--- src/rtl/pe_pkg.sv ---
package pe_pkg;
    typedef enum logic [0:0] {IRQ_QUIET, IRQ_FIRE} irq_state_t;

    localparam logic [7:0] A_MPEND_LO = 8'h00;
    localparam logic [7:0] A_MPEND_HI = 8'h01;
    localparam logic [7:0] A_DPEND    = 8'h02;
    localparam logic [7:0] A_XPEND    = 8'h03;
    localparam logic [7:0] A_REEVAL   = 8'h04;
    localparam logic [7:0] A_XEN      = 8'h05;
endpackage

--- src/rtl/pe_mod_events.sv ---
module pe_mod_events #(
    parameter int NUM_MOD = 64
) (
    input  logic               clk,
    input  logic               rst_n,
    input  logic [NUM_MOD-1:0] dbg_inhibit,
    input  logic [NUM_MOD-1:0] dbg_force,
    input  logic [NUM_MOD-1:0] dbg_assert_rst,
    input  logic [NUM_MOD-1:0] dbg_wait_rst,
    input  logic [NUM_MOD-1:0] dbg_block_rst,
    input  logic [NUM_MOD-1:0] mod_is_en,
    input  logic [NUM_MOD-1:0] sw_req_vld,
    input  logic [NUM_MOD-1:0] sw_req_en,
    input  logic [NUM_MOD-1:0] sw_lrst_rel,
    input  logic [NUM_MOD-1:0] sw_lrst_wr,
    input  logic [NUM_MOD-1:0] en_inh,
    input  logic [NUM_MOD-1:0] en_rst,
    input  logic [NUM_MOD-1:0] clr,
    output logic [NUM_MOD-1:0] pend,
    output logic [NUM_MOD-1:0] cause_inh,
    output logic [NUM_MOD-1:0] cause_rst,
    output logic [NUM_MOD-1:0] mod_set
);
    for (genvar m = 0; m < NUM_MOD; m++) begin : g_mod
        logic cond_inh, cond_rst, prev_inh, prev_rst, new_inh, new_rst;

        assign cond_inh = (dbg_inhibit[m] & mod_is_en[m] & sw_req_vld[m] & ~sw_req_en[m])
                        | (dbg_force[m] & ~mod_is_en[m]);
        assign cond_rst = (dbg_assert_rst[m] & sw_lrst_rel[m])
                        | dbg_wait_rst[m]
                        | (dbg_block_rst[m] & sw_lrst_wr[m]);
        assign new_inh  = cond_inh & ~prev_inh & en_inh[m];
        assign new_rst  = cond_rst & ~prev_rst & en_rst[m];
        assign mod_set[m] = new_inh | new_rst;

        always_ff @(posedge clk or negedge rst_n) begin
            if (!rst_n) begin
                prev_inh     <= 1'b0;
                prev_rst     <= 1'b0;
                pend[m]      <= 1'b0;
                cause_inh[m] <= 1'b0;
                cause_rst[m] <= 1'b0;
            end else begin
                prev_inh <= cond_inh;
                prev_rst <= cond_rst;
                if (new_inh | new_rst) pend[m] <= 1'b1;
                else if (clr[m])       pend[m] <= 1'b0;
                if (new_inh)           cause_inh[m] <= 1'b1;
                else if (clr[m])       cause_inh[m] <= 1'b0;
                if (new_rst)           cause_rst[m] <= 1'b1;
                else if (clr[m])       cause_rst[m] <= 1'b0;
            end
        end
    end
endmodule

--- src/rtl/pe_dom_events.sv ---
module pe_dom_events #(
    parameter int NUM_DOM = 8
) (
    input  logic               clk,
    input  logic               rst_n,
    input  logic [NUM_DOM-1:0] pd_dbg_inhibit,
    input  logic [NUM_DOM-1:0] pd_is_on,
    input  logic [NUM_DOM-1:0] pd_off_req,
    input  logic [NUM_DOM-1:0] pd_pwr_wait,
    input  logic [NUM_DOM-1:0] en_inh,
    input  logic [NUM_DOM-1:0] en_xp,
    input  logic [NUM_DOM-1:0] clr_dom,
    input  logic [NUM_DOM-1:0] clr_xp,
    output logic [NUM_DOM-1:0] pend_dom,
    output logic [NUM_DOM-1:0] pend_xp,
    output logic [NUM_DOM-1:0] dom_set
);
    for (genvar d = 0; d < NUM_DOM; d++) begin : g_dom
        logic cond_inh, prev_inh, prev_wait, new_inh, new_xp;

        assign cond_inh   = pd_dbg_inhibit[d] & pd_is_on[d] & pd_off_req[d];
        assign new_inh    = cond_inh & ~prev_inh & en_inh[d];
        assign new_xp     = pd_pwr_wait[d] & ~prev_wait & en_xp[d];
        assign dom_set[d] = new_inh | new_xp;

        always_ff @(posedge clk or negedge rst_n) begin
            if (!rst_n) begin
                prev_inh    <= 1'b0;
                prev_wait   <= 1'b0;
                pend_dom[d] <= 1'b0;
                pend_xp[d]  <= 1'b0;
            end else begin
                prev_inh  <= cond_inh;
                prev_wait <= pd_pwr_wait[d];
                if (new_inh)         pend_dom[d] <= 1'b1;
                else if (clr_dom[d]) pend_dom[d] <= 1'b0;
                if (new_xp)          pend_xp[d]  <= 1'b1;
                else if (clr_xp[d])  pend_xp[d]  <= 1'b0;
            end
        end
    end
endmodule

--- src/rtl/pe_irq_fsm.sv ---
module pe_irq_fsm
    import pe_pkg::*;
(
    input  logic clk,
    input  logic rst_n,
    input  logic new_evt,
    input  logic reeval,
    input  logic any_pend,
    output logic irq
);
    irq_state_t state, state_nx;
    logic       trigger;

    assign trigger = new_evt | (reeval & any_pend);

    always_comb begin
        state_nx = state;
        unique case (state)
            IRQ_QUIET: state_nx = trigger ? IRQ_FIRE : IRQ_QUIET;
            IRQ_FIRE:  state_nx = trigger ? IRQ_FIRE : IRQ_QUIET;
            default:   state_nx = IRQ_QUIET;
        endcase
    end

    always_ff @(posedge clk or negedge rst_n) begin
        if (!rst_n) state <= IRQ_QUIET;
        else        state <= state_nx;
    end

    always_comb begin
        irq = (state == IRQ_FIRE);
    end
endmodule

--- src/rtl/pwr_emu_irq_hub.sv ---
module pwr_emu_irq_hub
    import pe_pkg::*;
#(
    parameter int NUM_MOD = 64,
    parameter int NUM_DOM = 8
) (
    input  logic               clk,
    input  logic               rst_n,
    input  logic [NUM_MOD-1:0] dbg_inhibit,
    input  logic [NUM_MOD-1:0] dbg_force,
    input  logic [NUM_MOD-1:0] dbg_assert_rst,
    input  logic [NUM_MOD-1:0] dbg_wait_rst,
    input  logic [NUM_MOD-1:0] dbg_block_rst,
    input  logic [NUM_MOD-1:0] mod_is_en,
    input  logic [NUM_MOD-1:0] sw_req_vld,
    input  logic [NUM_MOD-1:0] sw_req_en,
    input  logic [NUM_MOD-1:0] sw_lrst_rel,
    input  logic [NUM_MOD-1:0] sw_lrst_wr,
    input  logic [NUM_DOM-1:0] pd_dbg_inhibit,
    input  logic [NUM_DOM-1:0] pd_is_on,
    input  logic [NUM_DOM-1:0] pd_off_req,
    input  logic [NUM_DOM-1:0] pd_pwr_wait,
    input  logic               reg_wr,
    input  logic [7:0]         reg_addr,
    input  logic [31:0]        reg_wdata,
    output logic [31:0]        reg_rdata,
    output logic               irq
);
    localparam int MOD_SPAN = 64;

    logic [NUM_MOD-1:0] en_inh, en_rst, clr_mod, pend_mod, cause_inh, cause_rst, mod_set;
    logic [NUM_DOM-1:0] en_dinh, en_xp, clr_dom, clr_xp, pend_dom, pend_xp, dom_set;
    logic [MOD_SPAN-1:0] mpend_w, mclr_w;
    logic               mod_hit, dom_hit, reeval, evt_any, any_pend;
    logic [5:0]         midx;
    logic [2:0]         didx;

    assign midx    = reg_addr[5:0];
    assign didx    = reg_addr[2:0];
    assign mod_hit = (reg_addr[7:6] == 2'b01) && (32'(midx) < NUM_MOD);
    assign dom_hit = (reg_addr[7:3] == 5'b00100) && (32'(didx) < NUM_DOM);
    assign reeval  = reg_wr && (reg_addr == A_REEVAL) && reg_wdata[0];

    always_comb begin
        mclr_w = '0;
        if (reg_wr && reg_addr == A_MPEND_LO) mclr_w[31:0]  = reg_wdata;
        if (reg_wr && reg_addr == A_MPEND_HI) mclr_w[63:32] = reg_wdata;
    end
    assign clr_mod = mclr_w[NUM_MOD-1:0];
    assign clr_dom = (reg_wr && reg_addr == A_DPEND) ? reg_wdata[NUM_DOM-1:0] : '0;
    assign clr_xp  = (reg_wr && reg_addr == A_XPEND) ? reg_wdata[NUM_DOM-1:0] : '0;

    for (genvar m = 0; m < NUM_MOD; m++) begin : g_men
        always_ff @(posedge clk or negedge rst_n) begin
            if (!rst_n) begin
                en_inh[m] <= 1'b0;
                en_rst[m] <= 1'b0;
            end else if (reg_wr && mod_hit && 32'(midx) == m) begin
                en_inh[m] <= reg_wdata[0];
                en_rst[m] <= reg_wdata[1];
            end
        end
    end

    for (genvar d = 0; d < NUM_DOM; d++) begin : g_den
        always_ff @(posedge clk or negedge rst_n) begin
            if (!rst_n) begin
                en_dinh[d] <= 1'b0;
                en_xp[d]   <= 1'b0;
            end else begin
                if (reg_wr && dom_hit && 32'(didx) == d) en_dinh[d] <= reg_wdata[0];
                if (reg_wr && reg_addr == A_XEN)         en_xp[d]   <= reg_wdata[d];
            end
        end
    end

    pe_mod_events #(.NUM_MOD(NUM_MOD)) u_mod (
        .clk(clk), .rst_n(rst_n),
        .dbg_inhibit(dbg_inhibit), .dbg_force(dbg_force),
        .dbg_assert_rst(dbg_assert_rst), .dbg_wait_rst(dbg_wait_rst),
        .dbg_block_rst(dbg_block_rst), .mod_is_en(mod_is_en),
        .sw_req_vld(sw_req_vld), .sw_req_en(sw_req_en),
        .sw_lrst_rel(sw_lrst_rel), .sw_lrst_wr(sw_lrst_wr),
        .en_inh(en_inh), .en_rst(en_rst), .clr(clr_mod),
        .pend(pend_mod), .cause_inh(cause_inh), .cause_rst(cause_rst),
        .mod_set(mod_set)
    );

    pe_dom_events #(.NUM_DOM(NUM_DOM)) u_dom (
        .clk(clk), .rst_n(rst_n),
        .pd_dbg_inhibit(pd_dbg_inhibit), .pd_is_on(pd_is_on),
        .pd_off_req(pd_off_req), .pd_pwr_wait(pd_pwr_wait),
        .en_inh(en_dinh), .en_xp(en_xp), .clr_dom(clr_dom), .clr_xp(clr_xp),
        .pend_dom(pend_dom), .pend_xp(pend_xp), .dom_set(dom_set)
    );

    assign evt_any  = (|mod_set) | (|dom_set);
    assign any_pend = (|(cause_inh & en_inh)) | (|(cause_rst & en_rst))
                    | (|(pend_dom & en_dinh)) | (|(pend_xp & en_xp));

    pe_irq_fsm u_fsm (
        .clk(clk), .rst_n(rst_n), .new_evt(evt_any),
        .reeval(reeval), .any_pend(any_pend), .irq(irq)
    );

    always_comb begin
        mpend_w = '0;
        mpend_w[NUM_MOD-1:0] = pend_mod;
    end

    always_comb begin
        reg_rdata = '0;
        if (reg_addr == A_MPEND_LO)      reg_rdata = mpend_w[31:0];
        else if (reg_addr == A_MPEND_HI) reg_rdata = mpend_w[63:32];
        else if (reg_addr == A_DPEND)    reg_rdata[NUM_DOM-1:0] = pend_dom;
        else if (reg_addr == A_XPEND)    reg_rdata[NUM_DOM-1:0] = pend_xp;
        else if (reg_addr == A_XEN)      reg_rdata[NUM_DOM-1:0] = en_xp;
        else if (dom_hit) begin
            reg_rdata[0] = en_dinh[didx];
            reg_rdata[8] = pend_dom[didx];
        end else if (mod_hit) begin
            reg_rdata[0] = en_inh[midx];
            reg_rdata[1] = en_rst[midx];
            reg_rdata[8] = cause_inh[midx];
            reg_rdata[9] = cause_rst[midx];
        end
    end
endmodule

--- config.mk ---
export PLATFORM = sky130hd
export DESIGN_NAME = pwr_emu_irq_hub
export DESIGN_NICKNAME = d
export VERILOG_FILES = /design/src/rtl/pe_pkg.sv /design/src/rtl/pe_mod_events.sv /design/src/rtl/pe_dom_events.sv /design/src/rtl/pe_irq_fsm.sv /design/src/rtl/pwr_emu_irq_hub.sv
export SDC_FILE = /design/constraint.sdc
export NUM_CORES = 1
export LEC_CHECK = 0
export BUFFER_PORTS_ARGS = -buffer_cell sky130_fd_sc_hd__buf_2
export CORE_AREA = 4 4 293 295
export CTS_BUF_LIST = sky130_fd_sc_hd__clkbuf_4 sky130_fd_sc_hd__clkbuf_8 sky130_fd_sc_hd__clkbuf_16
export DETAILED_ROUTE_END_ITERATION = 7
export DIE_AREA = 0 0 297 299
export SLEW_MARGIN = 20
export SYNTH_ARGS = -nofsm -noshare
export SYNTH_HDL_FRONTEND = slang
export SYNTH_SLANG_ARGS = --single-unit
--- constraint.sdc ---
create_clock -name clk -period 4.5 [get_ports clk]
set_clock_uncertainty 0.15 [all_clocks]
set_input_delay 0.675 -clock clk [delete_from_list [all_inputs] [get_ports clk]]
set_output_delay 0.675 -clock clk [all_outputs]
set_load 0.05 [all_outputs]
==> run summary, run 1 <==
• **number of enable-type register cells in the synthesized netlist** 0
• **sequential fraction of the synthesis area** 52.3%
• **Slew Viols, Final** 0
• **Chip Width** 297 microns
• **outcome** finished clean
• **first-pass iteration count of the detailed router** 8
• **power per unit of standard cell area** 370 mW/mm^2
• **Yosys warning total** 0
• **unique cell type count in the Yosys netlist** 49
• **post-synthesis cell type with the largest combined area** dfrtp_1
• **source-to-sink clock delay at the later pin of the worst-skew pair** 0.60 ns
• **largest cells by area after synthesis** dfrtp_1 (52%), mux4_2 (7.4%), mux2_2 (7.0%)
• **tightest slew margin relative to the limit** 24.7%
• **vias in the first global route** 22000
• **worst-margin pin slew** 1.13 ns
• **Design Power** 11.5 mW
• **Worst Slack Setup Final** 0.178 ns
• **Row Count** 106
• **Total Routed Length** 121 mm
• **reported max-cap violation count** 0
• **required time worst endpoint** 3.67 ns
• **Slowest-stage cell, CP** mux4_2
• **total leakage power** 16.0 nW
• **total negative slack for setup checks** 0 ns
• **remaining global-route overflow** 0
• **unrepaired setup endpoints after global routing** false
• **Initial Util** 28.6%
• **area share of the largest cell type after synthesis** 52.3%
• **portion of the clock cycle consumed by the worst path in the final layout** 96.0%
• **routed length per instance** 31.5 microns
• **post-placement cell count** 3759
• **CTS root buffer** clkbuf_16
• **CP max stage delay** 0.52 ns
• **floorplan die height** 299 microns
• **cts bufs inserted** 51
• **clock slew at reported path FFs** 0.06 ns
• **Max rail drop VDD** 0.319 mV
• **half-perimeter wire length after placement** 100 mm
• **count of endpoints failing hold in the final timing report** 0
• **Async SR Flop Fraction** 100%
• **number of register bits inferred by synthesis** 497
• **Gate Count Post-Synth** 1931
• **deepest level of the CTS H-tree** 2
• **pre-CTS setup slack** 0.168 ns
• **Min Hold Slack** 0.0465 ns
• **clk sinks** 497
• **residual DRC count** 0
• **number of buffers between clock root and the deepest sink** 3
• **nets in the synthesized netlist** 2646
• **pin count of the biggest net entering global routing** 114
• **IO Count** 748
• **top_reg_cell synth** dfrtp_1
• **violation count after the first detailed-routing iteration** 2243
• **total routing usage reported by global routing** 26.4%
• **crit end category** output port
• **I/O Buffers** 747
• **post-layout min period** 4.32 ns
• **remaining antenna violation count** 0
• **Setup CP Type** input port to output port
• **maximum fanout along the worst path** 30
• **area delta synth->final** 30.6%
• **crit path cell chain** buf_4, buf_4, mux4_2, mux2i_1, mux4_2, nor2_1, nor3_1, nor2_1, buf_4, buf_2
• **worst min path class** input port to register
• **die outline area** 0.0888 sq mm
• **layout cell share with drive strength beyond 1** 40.9%
• **area of the mapped netlist** 0.0238 sq mm
• **total core area** 0.0832 sq mm
• **Setup crit start kind** input port
• **count of endpoints failing setup in the final report** 0
• **Max Fclk** 0.231 GHz
• **number of antenna violations at the first check in global routing** 10
• **via/cell ratio** 5.61
• **Syn Area/Cell** 12.3 sq um
• **clock tree from TritonCTS** yes
• **final cell count without fillers** 3856
• **Total Nets Final** 3448
• **arrival time worst endpoint** 3.50 ns
• **routed vias** 21600
• **first-pass GRT wire length** 168 mm
• **cell type with the highest occurrence count on the critical path** buf_4
• **GP Congestion** 1.02
==> final cells by class <==
| type | instances | area, sq um |
|---|---|---|
| diodes | 5 | 12.5 |
| inverters | 3 | 11.3 |
| repair buffers | 813 | 4440 |
| fillers | 8143 | 52100 |
| multi-input cells | 1367 | 11000 |
| well taps | 1080 | 1350 |
| flip-flops and latches | 497 | 12400 |
| clock inverters | 21 | 215 |
| clock buffers | 70 | 1510 |
==> flip-flops by register name, summed over array words and instances, names as in the netlist, 64 cells and up <==
signal                cells
en_inh                   64
en_rst                   64
u_mod.cause_inh          64
u_mod.cause_rst          64
u_mod.g_mod.prev_inh     64
u_mod.g_mod.prev_rst     64
u_mod.pend               64
==> critical path: cells and delay by family <==
family                 cells  cell delay, ns
buffers and inverters      4            1.21
AND/OR/NAND/NOR            3            0.51
multiplexers               3            1.08
==> synthesized netlist by cell type, drive strengths merged (7+ instances only) <==
cell type	count
clkbuf	33
nand2b	126
a221oi	28
nand3	20
a22oi	29
dfrtp	497
and3	12
nand2	199
mux2i	12
a22o	50
nor2	67
nor4	43
and3b	77
mux2	147
a221o	65
nand4	22
mux4	78
a21oi	65
nand4b	64
buf	31
a31oi	7
nor3	9
nor2b	8
a21o	138
a211o	65
nand3b	7
==> repair_timing <==
action,CTS,global route
gates resized for setup,0,0
hold buffers,1,0
hold endpoints to repair,60,0
buffers inserted,0,0
==> placed cells by master (no fill, tap or decap), drive strengths merged, types with 2 or more instances in the layout <==
master,n
nand3,20
mux2,147
nand4,22
and2,4
buf,812
mux4,78
nand3b,7
a31oi,7
a221oi,28
nand4b,64
a22o,50
a21oi,65
nand2,199
dfrtp,497
a211o,65
diode,5
clkbuf,70
a22oi,29
inv,4
a211oi,4
nor3,9
and3b,77
nor2,67
a221o,65
nor2b,8
nor4,43
nor4bb,2
bufinv,4
nor3b,2
and3,12
clkinv,15
o21ai,5
a21o,138
nand2b,126
mux2i,12
==> power breakdown <==
| group | internal (mW) | switching (mW) | total, mW |
|---|---|---|---|
| clock network | 2.57 | 1.83 | 4.40 |
| registers | 4.87 | 0.673 | 5.55 |
| logic | 0.800 | 0.735 | 1.54 |
==> logic make-up after synthesis <==
kind of cell	share of synthesized area, %
AO/OA/AOI/OAI	15.4
buffers and inverters	1.25
flip-flops	52.3
multiplexers	14.9
AND/OR/NAND/NOR	16.2
==> stage by stage <==
step                      utilization [%]  area (sq um)
final                                37.3         31000
after detailed placement             35.2         29300
after floorplan                         -         23800
after global routing                 37.3         31000
after global placement               35.2         29300
after CTS                            37.3         31000
==> metal layers <==
metal	part of all wire (%)	track usage [%]	wire length, microns	vias up
li1	-	-	-	9134
met5	0.078	0.379	95	-
met1	40	33.9	48600	10900
met3	8.0	5.94	9740	284
met2	47	43.2	56900	1243
met4	4.9	11.0	5940	10
==> path summary, 6_finish.rpt <==
check / start / endpoint / slack (ns) / depth (start not counted)
min in group asynchronous: rst_n / u_mod.g_mod[36].prev_inh$_DFF_PN0_ / 0.50 / 2
worst max-delay path: reg_addr[0] / reg_rdata[1] / 0.18 / 10
worst min-delay path: pd_pwr_wait[1] / u_dom.g_dom[1].prev_wait$_DFF_PN0_ / 0.05 / 1
worst min register to register: u_dom.g_dom[4].prev_wait$_DFF_PN0_ / u_dom.pend_xp[4]$_DFFE_PN0P_ / 0.30 / 1
max in group asynchronous: rst_n / u_mod.pend[15]$_DFFE_PN0P_ / 2.62 / 3
worst max register to register: en_inh[50]$_DFFE_PN0P_ / u_fsm.irq$_DFF_PN0_ / 1.65 / 7
Power figures use the tool's default switching activity.
==> run 2, diff against run 1 <==
--- a/config.mk
+++ b/config.mk
@@ -6,10 +6,11 @@
 export NUM_CORES = 1
 export LEC_CHECK = 0
 export BUFFER_PORTS_ARGS = -buffer_cell sky130_fd_sc_hd__buf_2
-export CORE_AREA = 4 4 293 295
+export CORE_AREA = 2 2 291 293
 export CTS_BUF_LIST = sky130_fd_sc_hd__clkbuf_4 sky130_fd_sc_hd__clkbuf_8 sky130_fd_sc_hd__clkbuf_16
+export CTS_CLUSTER_SIZE = 24
 export DETAILED_ROUTE_END_ITERATION = 7
-export DIE_AREA = 0 0 297 299
+export DIE_AREA = 0 0 293 295
 export SLEW_MARGIN = 20
 export SYNTH_ARGS = -nofsm -noshare
 export SYNTH_HDL_FRONTEND = slang
==> run 2 against run 1 <==
Clock power is 6.4% higher. Cell count is 0.13% higher. Via count is 0.84% lower. Worst hold slack worse by 0.016 ns. Global-route usage is 0.75 points higher. Core utilization is 0.21 points higher. Sequential cell count stayed put. Wire length is 1.4% lower. Clock-buffer cell count is 12 higher. Register-to-register slack worse by 0.32 ns. Power is 2.4% higher. Setup slack better by 0.061 ns.
==> run summary, run 2 (same netlist as run 1, synthesis figures left out) <==
• **Chip Width** 293 microns, was 297 microns
• **total leakage power** 16.1 nW, was 16.0 nW
• **outcome** finished clean, unchanged
• **layout cell share with drive strength beyond 1** 41.1%, was 40.9%
• **worst min path class** input port to register, unchanged
• **clk sinks** 497, unchanged
• **pin count of the biggest net entering global routing** 85, was 114
• **post-layout min period** 4.26 ns, was 4.32 ns
• **remaining global-route overflow** 0, unchanged
• **residual DRC count** 0, unchanged
• **total routing usage reported by global routing** 27.2%, was 26.4%
• **required time worst endpoint** 3.67 ns, about the same
• **Total Nets Final** 3448, unchanged
• **portion of the clock cycle consumed by the worst path in the final layout** 94.7%, was 96.0%
• **number of buffers between clock root and the deepest sink** 3, unchanged
• **source-to-sink clock delay at the later pin of the worst-skew pair** 0.61 ns, was 0.60 ns
• **buffers inserted during post-CTS setup optimization** 0, unchanged
• **final cell count without fillers** 3861, was 3856
• **area post-placement** 0.0293 sq mm, about the same
• **routed length per instance** 31.0 microns, was 31.5 microns
• **count of endpoints failing hold in the final timing report** 0, unchanged
• **Setup crit start kind** input port, unchanged
• **crit end category** output port, unchanged
• **worst-margin pin slew** 1.03 ns, was 1.13 ns
• **number of antenna violations at the first check in global routing** 12, was 10
• **post-route cell area** 0.0312 sq mm, was 0.0310 sq mm
• **count of filler cells inserted in the layout** 8168, was 8143
• **I/O Buffers** 747, unchanged
• **via/cell ratio** 5.55, was 5.61
• **remaining antenna violation count** 0, unchanged
• **most used cells in the layout excluding fill and tap cells** buf_2 (737), dfrtp_1 (497), nand2_1 (199), unchanged
• **met3 track utilization from global routing** 4.95%, was 5.94%
• **pre-CTS setup slack** 0.112 ns, was 0.168 ns
• **power per unit of standard cell area** 377 mW/mm^2, was 370 mW/mm^2
• **cts bufs inserted** 54, was 51
• **Max Fclk** 0.235 GHz, was 0.231 GHz
• **total core area** 0.0832 sq mm, unchanged
• **die outline area** 0.0864 sq mm, was 0.0888 sq mm
• **violation count after the first detailed-routing iteration** 2169, was 2243
• **routed vias** 21400, was 21600
• **Design Power** 11.8 mW, was 11.5 mW
• **clock tree from TritonCTS** yes, unchanged
• **first-pass GRT wire length** 165 mm, was 168 mm
• **GR Util met2** 43.7%, was 43.2%
• **Slew Viols, Final** 0, unchanged
• **deepest level of the CTS H-tree** 2, unchanged
• **Row Count** 106, unchanged
• **first-pass iteration count of the detailed router** 6, was 8
• **most common cell after layout, fill and taps aside** buf_2, unchanged
• **Max rail drop VDD** 0.288 mV, was 0.319 mV
• **GP Congestion** 1.04, was 1.02
• **floorplan die height** 295 microns, was 299 microns
• **arrival time worst endpoint** 3.44 ns, was 3.50 ns
• **Initial Util** 28.6%, unchanged
• **IO Count** 748, unchanged
• **clock slew at reported path FFs** 0.06 ns, about the same
• **Setup CP Type** input port to output port, unchanged
• **unrepaired setup endpoints after global routing** false, unchanged
• **met1 capacity usage during global routing** 35.7%, was 33.9%
• **Total Routed Length** 120 mm, was 121 mm
• **Most Used Layer, Global Route** met2, unchanged
• **tightest slew margin relative to the limit** 31.1%, was 24.7%
• **area delta synth->final** 31.3%, was 30.6%
• **reported max-cap violation count** 0, unchanged
• **maximum fanout along the worst path** 26, was 30
• **half-perimeter wire length after placement** 97.9 mm, was 100 mm
• **vias in the first global route** 21400, was 22000
• **total negative slack for setup checks** 0 ns, unchanged
• **count of endpoints failing setup in the final report** 0, unchanged
• **Worst Slack Setup Final** 0.238 ns, was 0.178 ns
• **post-placement cell count** 3756, was 3759
• **CTS root buffer** clkbuf_16, unchanged
run 2: cell count changes in the layout (fill, tap and decap cells not counted), sizes merged, moves of 2 or more:
| cell | before | now |
|---|---|---|
| buf | 812 | 809 |
| bufinv | 4 | 2 |
| clkbuf | 70 | 82 |
| clkinv | 15 | 10 |
| clkinvlp | 1 | 6 |
| diode | 5 | 2 |
run 2: repair_timing:
item                                   4_1_cts  5_1_grt
hold buffers                                 1        0
setup endpoints to repair                    0        1
endpoints found under the hold margin       73        0
resized for setup                            0        1
run 2: report_power, final:
group          leakage (nW)  total [mW]  switching [mW]  internal [mW]
logic                  8.78        1.54           0.738          0.805
registers              6.35        5.53           0.657           4.88
clock network         0.936        4.68            1.94           2.75
run 2: worst max-delay path: stages:
cell	delay [ns]
buf_4	0.42
buf_12	0.27
nor2b_1	0.30
nand2_1	0.20
nor2_2	0.14
buf_4	0.31
a221o_1	0.20
o221ai_1	0.14
a32oi_1	0.38
buf_4	0.20
buf_12	0.13
run 2: path summary, 6_finish.rpt:
check	endpoint	cells after the start	startpoint	slack (ns)
worst max-delay path	reg_rdata[0]	11	reg_addr[0]	0.24
worst min-delay path	u_dom.g_dom[1].prev_wait$_DFF_PN0_	1	pd_pwr_wait[1]	0.03
worst max register to register	u_fsm.irq$_DFF_PN0_	6	en_rst[31]$_DFFE_PN0P_	1.33
worst min register to register	u_dom.pend_xp[4]$_DFFE_PN0P_	1	u_dom.g_dom[4].prev_wait$_DFF_PN0_	0.30
max in group asynchronous	u_mod.g_mod[43].prev_rst$_DFF_PN0_	3	rst_n	2.67
min in group asynchronous	u_mod.g_mod[36].prev_inh$_DFF_PN0_	2	rst_n	0.51
run 2: through the flow:
step / hold slack [ns] / utilization [%]
2_1_floorplan: 0.229 / -
3_3_place_gp: 0.289 / 35.2
3_5_place_dp: 0.297 / 35.2
4_1_cts: 0.00595 / 37.5
5_1_grt: 0.00898 / 37.5
6_report: 0.0307 / 37.5
run 2: routing by layer:
metal | vias to the layer above | routed length [microns]
met5 | - | 71
met4 | 12 | 6420
met3 | 279 | 8940
met2 | 1201 | 55200
met1 | 10800 | 49000
li1 | 9100 | -
run 2: area by class of cell:
class,instances,area (sq um),share of cell area (%)
repair buffers,810,4460,14.3
clock buffers,82,1710,5.49
clock inverters,20,176,0.565
well taps,1080,1350,4.33
flip-flops and latches,497,12400,39.9
multi-input cells,1367,11000,35.4
diodes,2,5.00,0.0160
inverters,3,11.3,0.0361
